### src/rtl/sr_exit_seq.sv
module sr_exit_seq #(
  parameter int T_XSNR = 8,
  parameter int T_XSRD = 20,
  parameter int T_RFC  = 6
) (
  input  logic clk,
  input  logic rst_n,
  input  logic exit_req,
  input  logic clk_stable,
  input  logic sr_entry_req,
  input  logic usr_cs_n,
  input  logic usr_ras_n,
  input  logic usr_cas_n,
  input  logic usr_we_n,
  input  logic usr_odt,
  output logic cke,
  output logic cs_n,
  output logic ras_n,
  output logic cas_n,
  output logic we_n,
  output logic odt,
  output logic ready,
  output logic sr_grant
);
  localparam int  HOLD_LEN = T_XSRD - T_XSNR;
  localparam bit  HAS_HOLD = HOLD_LEN > 0;
  localparam int  CMAX     = (T_XSRD > T_RFC) ? T_XSRD : T_RFC;
  localparam int  CW       = $clog2(CMAX + 2);

  typedef enum logic [2:0] {S_SR, S_WCLK, S_NOP, S_HOLD, S_RDY} st_t;

  st_t          st;
  logic [CW-1:0] cnt;
  logic [CW-1:0] rfc_cnt;
  logic          ref_done;
  logic          open_bus;
  logic          usr_ref;
  logic          ref_seen;

  assign open_bus = (st == S_HOLD) || (st == S_RDY);
  assign usr_ref  = !usr_cs_n && !usr_ras_n && !usr_cas_n && usr_we_n;
  assign sr_grant = open_bus && sr_entry_req && ref_done && (rfc_cnt == '0);
  assign ref_seen = open_bus && !sr_grant && usr_ref;
  assign cke      = ((st == S_NOP) || open_bus) && !sr_grant;
  assign ready    = (st == S_RDY);
  assign odt      = ready && !sr_grant && usr_odt;

  always_comb begin
    if (sr_grant)
      {cs_n, ras_n, cas_n, we_n} = 4'b0001;
    else if (open_bus)
      {cs_n, ras_n, cas_n, we_n} = {usr_cs_n, usr_ras_n, usr_cas_n, usr_we_n};
    else if (st == S_NOP)
      {cs_n, ras_n, cas_n, we_n} = 4'b0111;
    else
      {cs_n, ras_n, cas_n, we_n} = 4'b1111;
  end

  always_ff @(posedge clk) begin
    if (!rst_n) begin
      st  <= S_SR;
      cnt <= '0;
    end else begin
      case (st)
        S_SR:   if (exit_req) st <= S_WCLK;
        S_WCLK: if (clk_stable) begin
                  st  <= S_NOP;
                  cnt <= CW'(T_XSNR - 1);
                end
        S_NOP:  if (cnt == '0) begin
                  if (HAS_HOLD) begin
                    st  <= S_HOLD;
                    cnt <= CW'(HOLD_LEN - 1);
                  end else begin
                    st <= S_RDY;
                  end
                end else begin
                  cnt <= cnt - 1'b1;
                end
        S_HOLD: if (sr_grant)       st <= S_SR;
                else if (cnt == '0) st <= S_RDY;
                else                cnt <= cnt - 1'b1;
        S_RDY:  if (sr_grant) st <= S_SR;
        default: st <= S_SR;
      endcase
    end
  end

  always_ff @(posedge clk) begin
    if (!rst_n) begin
      ref_done <= 1'b0;
      rfc_cnt  <= '0;
    end else begin
      if (sr_grant)      ref_done <= 1'b0;
      else if (ref_seen) ref_done <= 1'b1;
      if (ref_seen)               rfc_cnt <= CW'(T_RFC - 1);
      else if (rfc_cnt != '0)     rfc_cnt <= rfc_cnt - 1'b1;
    end
  end

  // Port-level observers for the assertions below
  logic [CW:0] hi_cyc;
  logic [CW:0] since_ref;
  logic        saw_ref;
  logic        bus_ref;
  assign bus_ref = !cs_n && !ras_n && !cas_n && we_n;

  always_ff @(posedge clk) begin
    if (!rst_n) begin
      hi_cyc    <= '0;
      since_ref <= '0;
      saw_ref   <= 1'b0;
    end else begin
      if (!cke)                          hi_cyc <= '0;
      else if (hi_cyc != (CW+1)'(CMAX + 1)) hi_cyc <= hi_cyc + 1'b1;
      if (cke && bus_ref)                since_ref <= (CW+1)'(1);
      else if (since_ref != (CW+1)'(CMAX + 1)) since_ref <= since_ref + 1'b1;
      if (!cke)         saw_ref <= 1'b0;
      else if (bus_ref) saw_ref <= 1'b1;
    end
  end

  a_r2_cke_after_stable: assert property (@(posedge clk) disable iff (!rst_n)
    $rose(cke) |-> $past(clk_stable));

  a_r3_nop_window: assert property (@(posedge clk) disable iff (!rst_n)
    (cke && hi_cyc < T_XSNR) |-> (!cs_n && ras_n && cas_n && we_n));

  a_r4_odt_off: assert property (@(posedge clk) disable iff (!rst_n)
    !ready |-> !odt);

  a_r5_ready_span: assert property (@(posedge clk) disable iff (!rst_n)
    $rose(ready) |-> (hi_cyc == T_XSRD));

  a_r6_entry_gate: assert property (@(posedge clk) disable iff (!rst_n)
    $fell(cke) |-> (saw_ref && since_ref >= T_RFC));

  a_r7_entry_cmd: assert property (@(posedge clk) disable iff (!rst_n)
    $fell(cke) |-> (bus_ref && !odt));

endmodule

### config.mk
export PLATFORM = sky130hd
export DESIGN_NAME = sr_exit_seq
export DESIGN_NICKNAME = d
export VERILOG_FILES = /design/src/rtl/sr_exit_seq.sv
export SDC_FILE = /design/constraint.sdc
export NUM_CORES = 1
export LEC_CHECK = 0
export BUFFER_PORTS_ARGS = -buffer_cell sky130_fd_sc_hd__clkbuf_2
export CAP_MARGIN = 10
export CORE_ASPECT_RATIO = 1.5
export CORE_MARGIN = 3
export CORE_UTILIZATION = 35
export DETAILED_ROUTE_END_ITERATION = 8
export PLACE_DENSITY = 0.52
export SETUP_SLACK_MARGIN = 0.5
export SYNTH_ARGS = -nofsm -noshare
export SYNTH_HDL_FRONTEND = slang
export SYNTH_SLANG_ARGS = --single-unit
### constraint.sdc
create_clock -name clk -period 3.5 [get_ports clk]
set_input_delay 0.175 -clock clk [delete_from_list [all_inputs] [get_ports clk]]
set_output_delay 0.175 -clock clk [all_outputs]
set_load 0.03 [all_outputs]
---- Word-level counts from Yosys, hierarchy flattened ----
Index checks and enable logic that the tools add are counted.
cells by class
  equality and inequality tests ........... 11
  bitwise gates (word level) .............. 1
  mux-type cells .......................... 23
  reductions and logical operators ........ 27
  add/subtract/negate cells ............... 2
operators with widths
  kind                                                                      count
  3-bit 2-to-1 mux                                                          8
  5-bit 2-to-1 mux                                                          4
  3-bit case mux with 5 select lines                                        1
  5-bit case mux with 3 select lines                                        1
  1-bit logical AND                                                         11
  5-bit logical NOT                                                         2
  5-bit by 1-bit subtractor with 5-bit output (second input constant)       2
  1-bit 2-to-1 mux                                                          9
  2-bit inequality test (second input constant)                             4
  3-bit by 2-bit == test with 1-bit output (second input constant)          2
  5-bit AND reduction                                                       1
  5-bit nonzero test                                                        1
  1-bit logical NOT                                                         4
  2-bit by 1-bit inequality test with 1-bit output (second input constant)  2
  4-bit AND reduction                                                       1
  2-bit OR reduction                                                        2
  3-bit by 1-bit == test with 1-bit output (second input constant)          1
  3-bit == test (second input constant)                                     1
  3-bit logical NOT                                                         1
  3-bit by 2-bit inequality test with 1-bit output (second input constant)  1
  3-bit nonzero test                                                        1
  1-bit logical OR                                                          2
  2-bit nonzero test                                                        1
  1-bit inverter                                                            1
storage, ports and cells
  register bits ........................... 14
  output and inout port bits .............. 8
  logic and storage cells ................. 69

---- Depth between registers and ports, before layout ----
Gate-level depths: netlist (run 1).
  word-level depth ........................ 9
  depth in mapped cells ................... 7
  gate-level depth less buffers ........... 6

---- Worst setup path after synthesis (run 1) ----
OpenSTA, ideal clock, no wires.
  kind .................................... reg2out
  start point ............................. reg rfc_cnt[0]
  end point ............................... out cke
  cell stages (with the launch flop) ...... 7
  data arrival time ....................... 1.856 ns
  setup slack ............................. 1.469 ns
  required time ........................... 3.325 ns
  path buffers ............................ 0
  cell sequence ........................... dfxtp_1 > inv_1 > ha_1 > nor4b_4 > nand3_1 > nor2_1 > a21oi_1
between the ends
  longest elaborated chain between the ends .. 4
ends and longest elaborated chain
  item                    line  source
  start, declared         34    logic [CW-1:0] rfc_cnt;
  start signal, assigned  96    if (ref_seen) rfc_cnt <= CW'(T_RFC - 1);
  start signal, assigned  97    else if (rfc_cnt != '0) rfc_cnt <= rfc_cnt - 1'b1;
  5-bit logical NOT       42    assign sr_grant = open_bus && sr_entry_req && ref_done && (rfc_cnt == '0);
  1-bit logical AND       42
  named net sr_grant      23    output logic sr_grant
  1-bit logical NOT       44    assign cke = ((st == S_NOP) || open_bus) && !sr_grant;
  1-bit logical AND       44
  end, declared           16    output logic cke,
The timed path passes the listed nets, and every way through them passes these cells.

---- Worst setup path after layout (run 1) ----
  start point ............................. reg rfc_cnt[0]
  end point ............................... out cs_n
between the ends
  longest elaborated chain between the ends .. 3
ends and longest elaborated chain
  item               line  source
  5-bit logical NOT  42
  1-bit logical AND  42
  1-bit 2-to-1 mux   49    if (sr_grant)
  end, declared      17    output logic cs_n,
No other way between the ends.

==> impl_metrics.py, run 1 <==
metrics = {
    "detailed_routing": {
        "drtPass1Iterations": 4,
        "drtIter0Drc": 10,
        "via_per_inst": 5.65,
        "routed_wl_um": 2090,
        "wl_per_cell_um": 14.2,
        "vias": 831,
        "ant_nets": 0,
        "drc": 0,
    },
    "cells_and_area": {
        "diodes": 0,
        "syn_to_final_growth_pct": 14.8,
        "instances_no_fill": 147,
        "final_nets": 137,
        "layout-drive-gt1-share_pct": 28.5,
        "final_util_pct": 42.8,
    },
    "pwr": {
        "leakagePower_nw": 0.421,
        "total_power_uw": 668,
        "ir_worst_vdd_mv": 0.365,
        "p_per_area_mw_per_mm2": 631,
    },
    "place": {
        "pre_cts_ws_ns": 1.61,
        "hpwl_um": 1690,
        "io_buffers": 17,
        "gp_congestion": 0.754,
        "dp.cells": 143,
    },
    "logic_synthesis": {
        "syn_area_um2": 923,
        "ys_warn_count": 0,
        "synth.ff_latch_count": 14,
        "synth_top_cell_by_area": "dfxtp_1",
        "synth-seq-area-share_pct": 30.4,
        "synth_cell_type_count": 41,
        "synth_top_area_share_pct": 30.4,
        "synth_area_leaders": "dfxtp_1 (30%), a21oi_1 (4.3%), ha_1 (4.1%)",
        "syn_area_per_cell_um2": 8.79,
        "synth_cells": 105,
        "synth_nets": 118,
    },
    "sta": {
        "period_minus_slack_ns": 2.21,
        "finalCritPeriodShare_pct": 63.2,
        "clock.fmax_mhz": 452,
        "worstMarginPinSlew_ns": 0.514,
        "setup_ws_ns": 1.29,
        "fin_tns_setup_ns": 0,
        "hold_violations": 0,
        "setup_violations": 0,
        "slew_viol_final": 0,
        "finalClockSkew_ns": 0.00130,
        "slew_headroom_pct": 65.7,
        "rsz0062_at_grt": "no",
    },
    "cts": {
        "worstSkewPairLatency_ns": 0.28,
        "numClockSinks": 14,
        "clk_path_buf_depth": 2,
        "cts_hold_buf": 0,
        "cts-resized-gates": 0,
        "clk_pin_slew_ns": 0.09,
        "h-tree-depth": 1,
        "cts_root_buf": "clkbuf_4",
        "post_cts_buffers": 0,
        "cts-buffers-inserted": 3,
        "cts_tree": "yes",
    },
    "worst_setup_path": {
        "cp-end-kind": "output pin",
        "cp.required_ns": 3.32,
        "critPathArrivalTime_ns": 2.04,
        "cp_max_fo": 8,
        "critPathKind": "flop to output pin",
        "cp-start-kind": "flop",
    },
    "outcome": {
        "outcome": "completed",
    },
    "global_routing": {
        "grt_use_total_pct": 15.6,
        "grt_pass1_wl_um": 3620,
        "antenna_found_initial": 0,
        "grt.overflow.total": 0,
        "grt_max_degree": 12,
        "grt_pass1_vias": 812,
    },
    "run": {
        "drv_cap": 0,
    },
    "floorplanning": {
        "die_w_um": 47.9,
        "num_rows": 22,
        "fp.dieH_um": 68.9,
        "core_area_mm2": 0.00248,
        "initial_core_util_pct": 37.3,
        "io-pin-count": 18,
        "dieArea_mm2": 0.00330,
    },
    "worst_hold_path": {
        "min_path_type": "input pin to flop",
    },
}
[cell families (layout without fill, tap and decap cells)]
family	after synthesis	in the layout	synth area share [%]
adders and majority gates	3	3	4.07
xor gates and xnor gates	2	2	1.90
muxes	1	1	1.22
and+or+nand+nor	46	46	31.3
buffers and inverters	9	27	4.06
AOI/OAI and AO/OA	30	30	27.1
DFF	14	14	30.4
[placed cells by master (no fill, tap or decap), types with 3 or more instances in the layout]
cell,Yosys,routed
nand2b_1,5,5
inv_1,6,6
clkbuf_4,0,3
clkbuf_2,1,17
o21a_1,3,3
a21oi_1,8,8
nor2b_1,3,3
dfxtp_1,14,14
ha_1,3,3
nor3_1,7,7
nand2_1,6,6
o31ai_1,4,4
nor2_1,10,10
[worst paths after layout]
| path | startpoint | to | slack [ns] | cells past startpoint |
|---|---|---|---|---|
| setup reg to reg | rfc_cnt[0] | cnt[2] | 1.62 | 6 |
| hold reg to reg | cnt[4] | cnt[4] | 0.46 | 2 |
| setup / recovery | rfc_cnt[0] | cs_n | 1.29 | 7 |
| hold / removal | clk_stable | st[0] | 0.22 | 3 |
[critical path, cell delays in order (launching register included)]
cell,delay [ns]
dfxtp_1,0.34
inv_1,0.08
ha_1,0.21
nor4b_4,0.34
nand3_1,0.31
a21oi_1,0.23
a21oi_1,0.05
clkbuf_2,0.20
[flip-flops by register name (all words and copies together), names as in the netlist]
signal / flops
st: 3
rfc_cnt: 5
cnt: 5
ref_done: 1
[through the flow]
stage          cell area [µm²]  hold WS (ns)
2_1_floorplan              923         0.373
3_3_place_gp              1020         0.436
3_5_place_dp              1020         0.441
4_1_cts                   1060         0.205
5_1_grt                   1060         0.231
6_report                  1060         0.215
[report_power, final]
part / total (mW) / switching (mW) / internal, mW
combinational: 0.308 / 0.154 / 0.154
sequential: 0.244 / 0.0476 / 0.196
clock: 0.117 / 0.0536 / 0.0632
[area by class of cell]
type                            count  area [µm²]
Tap cell                           24        30.0
Multi-Input combinational cell     82         606
Sequential cell                    14         280
Inverter                            6        22.5
Clock buffer                        4        36.3
Timing Repair Buffer               17        85.1
Fill cell                         267        1420
[routing by layer]
layer | share of wire [%] | track usage [%] | up-vias
met2 | 54 | 25.8 | 16
met1 | 42 | 18.7 | 386
met3 | 3.1 | 2.34 | 2
li1 | - | - | 427
met5 | 0 | 0 | -
met4 | 0.77 | 7.74 | 0
[cells in the mapped netlist]
library cell,n
dfxtp_1,14
nor2_1,10
a21oi_1,8
nor3_1,7
inv_1,6
nand2_1,6
nand2b_1,5
o31ai_1,4
ha_1,3
nor2b_1,3
o21a_1,3
a21o_1,2
a311oi_2,2
buf_2,2
nand3_1,2
o21ai_0,2
xnor2_1,2
a211o_1,1
a211oi_1,1
a211oi_2,1
a31oi_1,1
a32o_1,1
and3_1,1
and3b_1,1
clkbuf_2,1
mux2_2,1
nand3b_1,1
nand4_1,1
nor4_1,1
nor4_4,1
nor4b_1,1
nor4b_4,1
o221a_2,1
o22ai_4,1
o32a_1,1
o41ai_2,1
or2_2,1
or2_4,1
or3_2,1
or3b_2,1
or4b_4,1
No activity file was read; power rests on OpenSTA's default activity.
==> inputs of run 2 (changes only) <==
==> constraint.sdc (replaced) <==
create_clock -name clk -period 2.25 [get_ports clk]
set_input_delay 0.1125 -clock clk [delete_from_list [all_inputs] [get_ports clk]]
set_output_delay 0.1125 -clock clk [all_outputs]
set_load 0.03 [all_outputs]
==> impl_metrics.py, run 2 (same netlist as run 1, synthesis figures left out) <==
metrics = {
    "pwr": {
        "leakagePower_nw": 0.515,
        "intPower_uw": 776,
        "p_per_area_mw_per_mm2": 946,
        "netSwitchingFraction_pct": 37.9,
        "ir_worst_vdd_mv": 0.649,
        "power.switching_uw": 474,
        "seq_power_share_pct": 31.3,
        "p_clk_share_pct": 11.5,
        "power_frac_comb_pct": 57.2,
    },
    "run": {
        "drv_cap": 0,
    },
    "global_routing": {
        "grt_pass1_wl_um": 4000,
        "grt_max_degree": 12,
        "grt.overflow.total": 0,
        "antenna_found_initial": 0,
        "grt_use_total_pct": 17.0,
        "grt_pass1_vias": 908,
    },
    "cells_and_area": {
        "post-route-cell-area_mm2": 0.00132,
        "diodes": 0,
        "fillerInstances": 234,
        "final_util_pct": 53.3,
        "final_cell_mix": "buf_4 (12), dfxtp_1 (10), clkbuf_2 (10)",
        "top_regs": "cnt: 5 flops, rfc_cnt: 5 flops, st: 3 flops",
        "multi_input_area_um2": 719,
        "final_nets": 149,
        "layout-drive-gt1-share_pct": 49.3,
        "seq_area_um2": 288,
        "syn_to_final_growth_pct": 43.1,
        "final_common_cell": "buf_4",
    },
    "detailed_routing": {
        "ant_nets": 0,
        "drtIter0Drc": 25,
        "routed_wl_um": 2380,
        "vias": 892,
        "drtPass1Iterations": 4,
        "wl_per_cell_um": 15.0,
        "drc": 0,
        "via_per_inst": 5.65,
    },
    "sta": {
        "hold_violations": 0,
        "clock.fmax_mhz": 551,
        "finalCritPeriodShare_pct": 80.7,
        "worstMarginPinSlew_ns": 0.508,
        "rsz0062_at_grt": "yes",
        "slew_viol_final": 0,
        "slew_headroom_pct": 66.1,
        "setup_violations": 0,
        "period_minus_slack_ns": 1.82,
        "fin_tns_setup_ns": 0,
        "finalClockSkew_ns": 0.0113,
    },
    "floorplanning": {
        "die_w_um": 47.9,
        "num_rows": 22,
        "fp.dieH_um": 68.9,
        "io-pin-count": 18,
        "core_area_mm2": 0.00248,
        "dieArea_mm2": 0.00330,
        "initial_core_util_pct": 37.3,
    },
    "cts": {
        "cts-buffers-inserted": 3,
        "cts_tree": "yes",
        "clk_path_buf_depth": 2,
        "clk_pin_slew_ns": 0.09,
        "numClockSinks": 14,
        "cts_root_buf": "clkbuf_4",
        "cts_hold_buf": 0,
        "worstSkewPairLatency_ns": 0.28,
        "h-tree-depth": 1,
    },
    "worst_setup_path": {
        "cp-start-kind": "flop",
        "cp.required_ns": 2.14,
        "cp_max_fo": 3,
        "critPathArrivalTime_ns": 1.70,
        "cp-end-kind": "output pin",
        "critPathKind": "flop to output pin",
    },
    "worst_hold_path": {
        "min_path_type": "input pin to flop",
    },
    "place": {
        "dpl_cell_area_mm2": 0.00103,
        "hpwl_um": 1700,
        "gp_congestion": 0.814,
        "io_buffers": 17,
    },
    "outcome": {
        "outcome": "completed",
    },
}
run 2: cell count changes in the layout (fill, tap and decap cells not counted), moves of 3 or more:
cell	previous run	this run
buf_8	0	4
buf_4	0	12
dfxtp_1	14	10
inv_1	6	3
a21oi_1	8	5
clkbuf_2	17	10
a21oi_2	0	3
dfxtp_2	0	3
run 2: critical path, cell delays in order, from the launching register on:
cell     delay (ns)
dfxtp_2        0.35
inv_2          0.08
ha_4           0.14
or4b_4         0.49
o22ai_4        0.12
or2_4          0.14
buf_8          0.11
run 2: layer usage:
| layer | routed length (µm) | global-route usage [%] |
|---|---|---|
| met1 | 945 | 19.0 |
| met2 | 1340 | 30.3 |
| met5 | 0 | 0 |
| met3 | 60 | 3.38 |
| met4 | 28 | 6.06 |
run 2: path summary, 6_finish.rpt:
path	from	endpoint	slack (ns)	depth (start not counted)
max	rfc_cnt[0]	we_n	0.43	6
min reg2reg	cnt[4]	cnt[4]	0.50	2
max reg2reg	rfc_cnt[0]	cnt[2]	0.48	7
min	clk_stable	st[0]	0.16	3
run 2: area by class of cell:
cell class              count  area share (%)
clock buffers               3            1.70
multi-input cells          82            54.5
inverters                   6            1.89
flip-flops and latches     14            21.8
well taps                  24            2.27
repair buffers             29            17.9
run 2: power groups by stage:
stage	clock network, mW	registers (mW)	logic [mW]
final	0.143	0.392	0.715
after global routing	0.162	0.400	0.777
after CTS	0.154	0.387	0.637
after detailed placement	0	0.386	0.478
after global placement	0	0.385	0.477
after floorplan	0	0.363	0.408
run 2: stage by stage:
| stage | power [mW] | cells | worst slack (ns) | hold slack, ns |
|---|---|---|---|---|
| global placement | 0.862 | 143 | 0.411 | 0.454 |
| global route | 1.34 | 158 | 0.364 | 0.164 |
| finish | 1.25 | 158 | 0.434 | 0.156 |
| detailed placement | 0.864 | 143 | 0.383 | 0.443 |
| floorplan | 0.770 | 105 | 0.528 | 0.311 |
| CTS | 1.18 | 155 | 0.388 | 0.150 |
run 2: repair_timing:
action,4_1_cts,5_1_grt
pin swaps,11,10
setup buffers,9,3
resized for setup,30,20
setup endpoints to repair,15,16
hold endpoints to repair,0,0
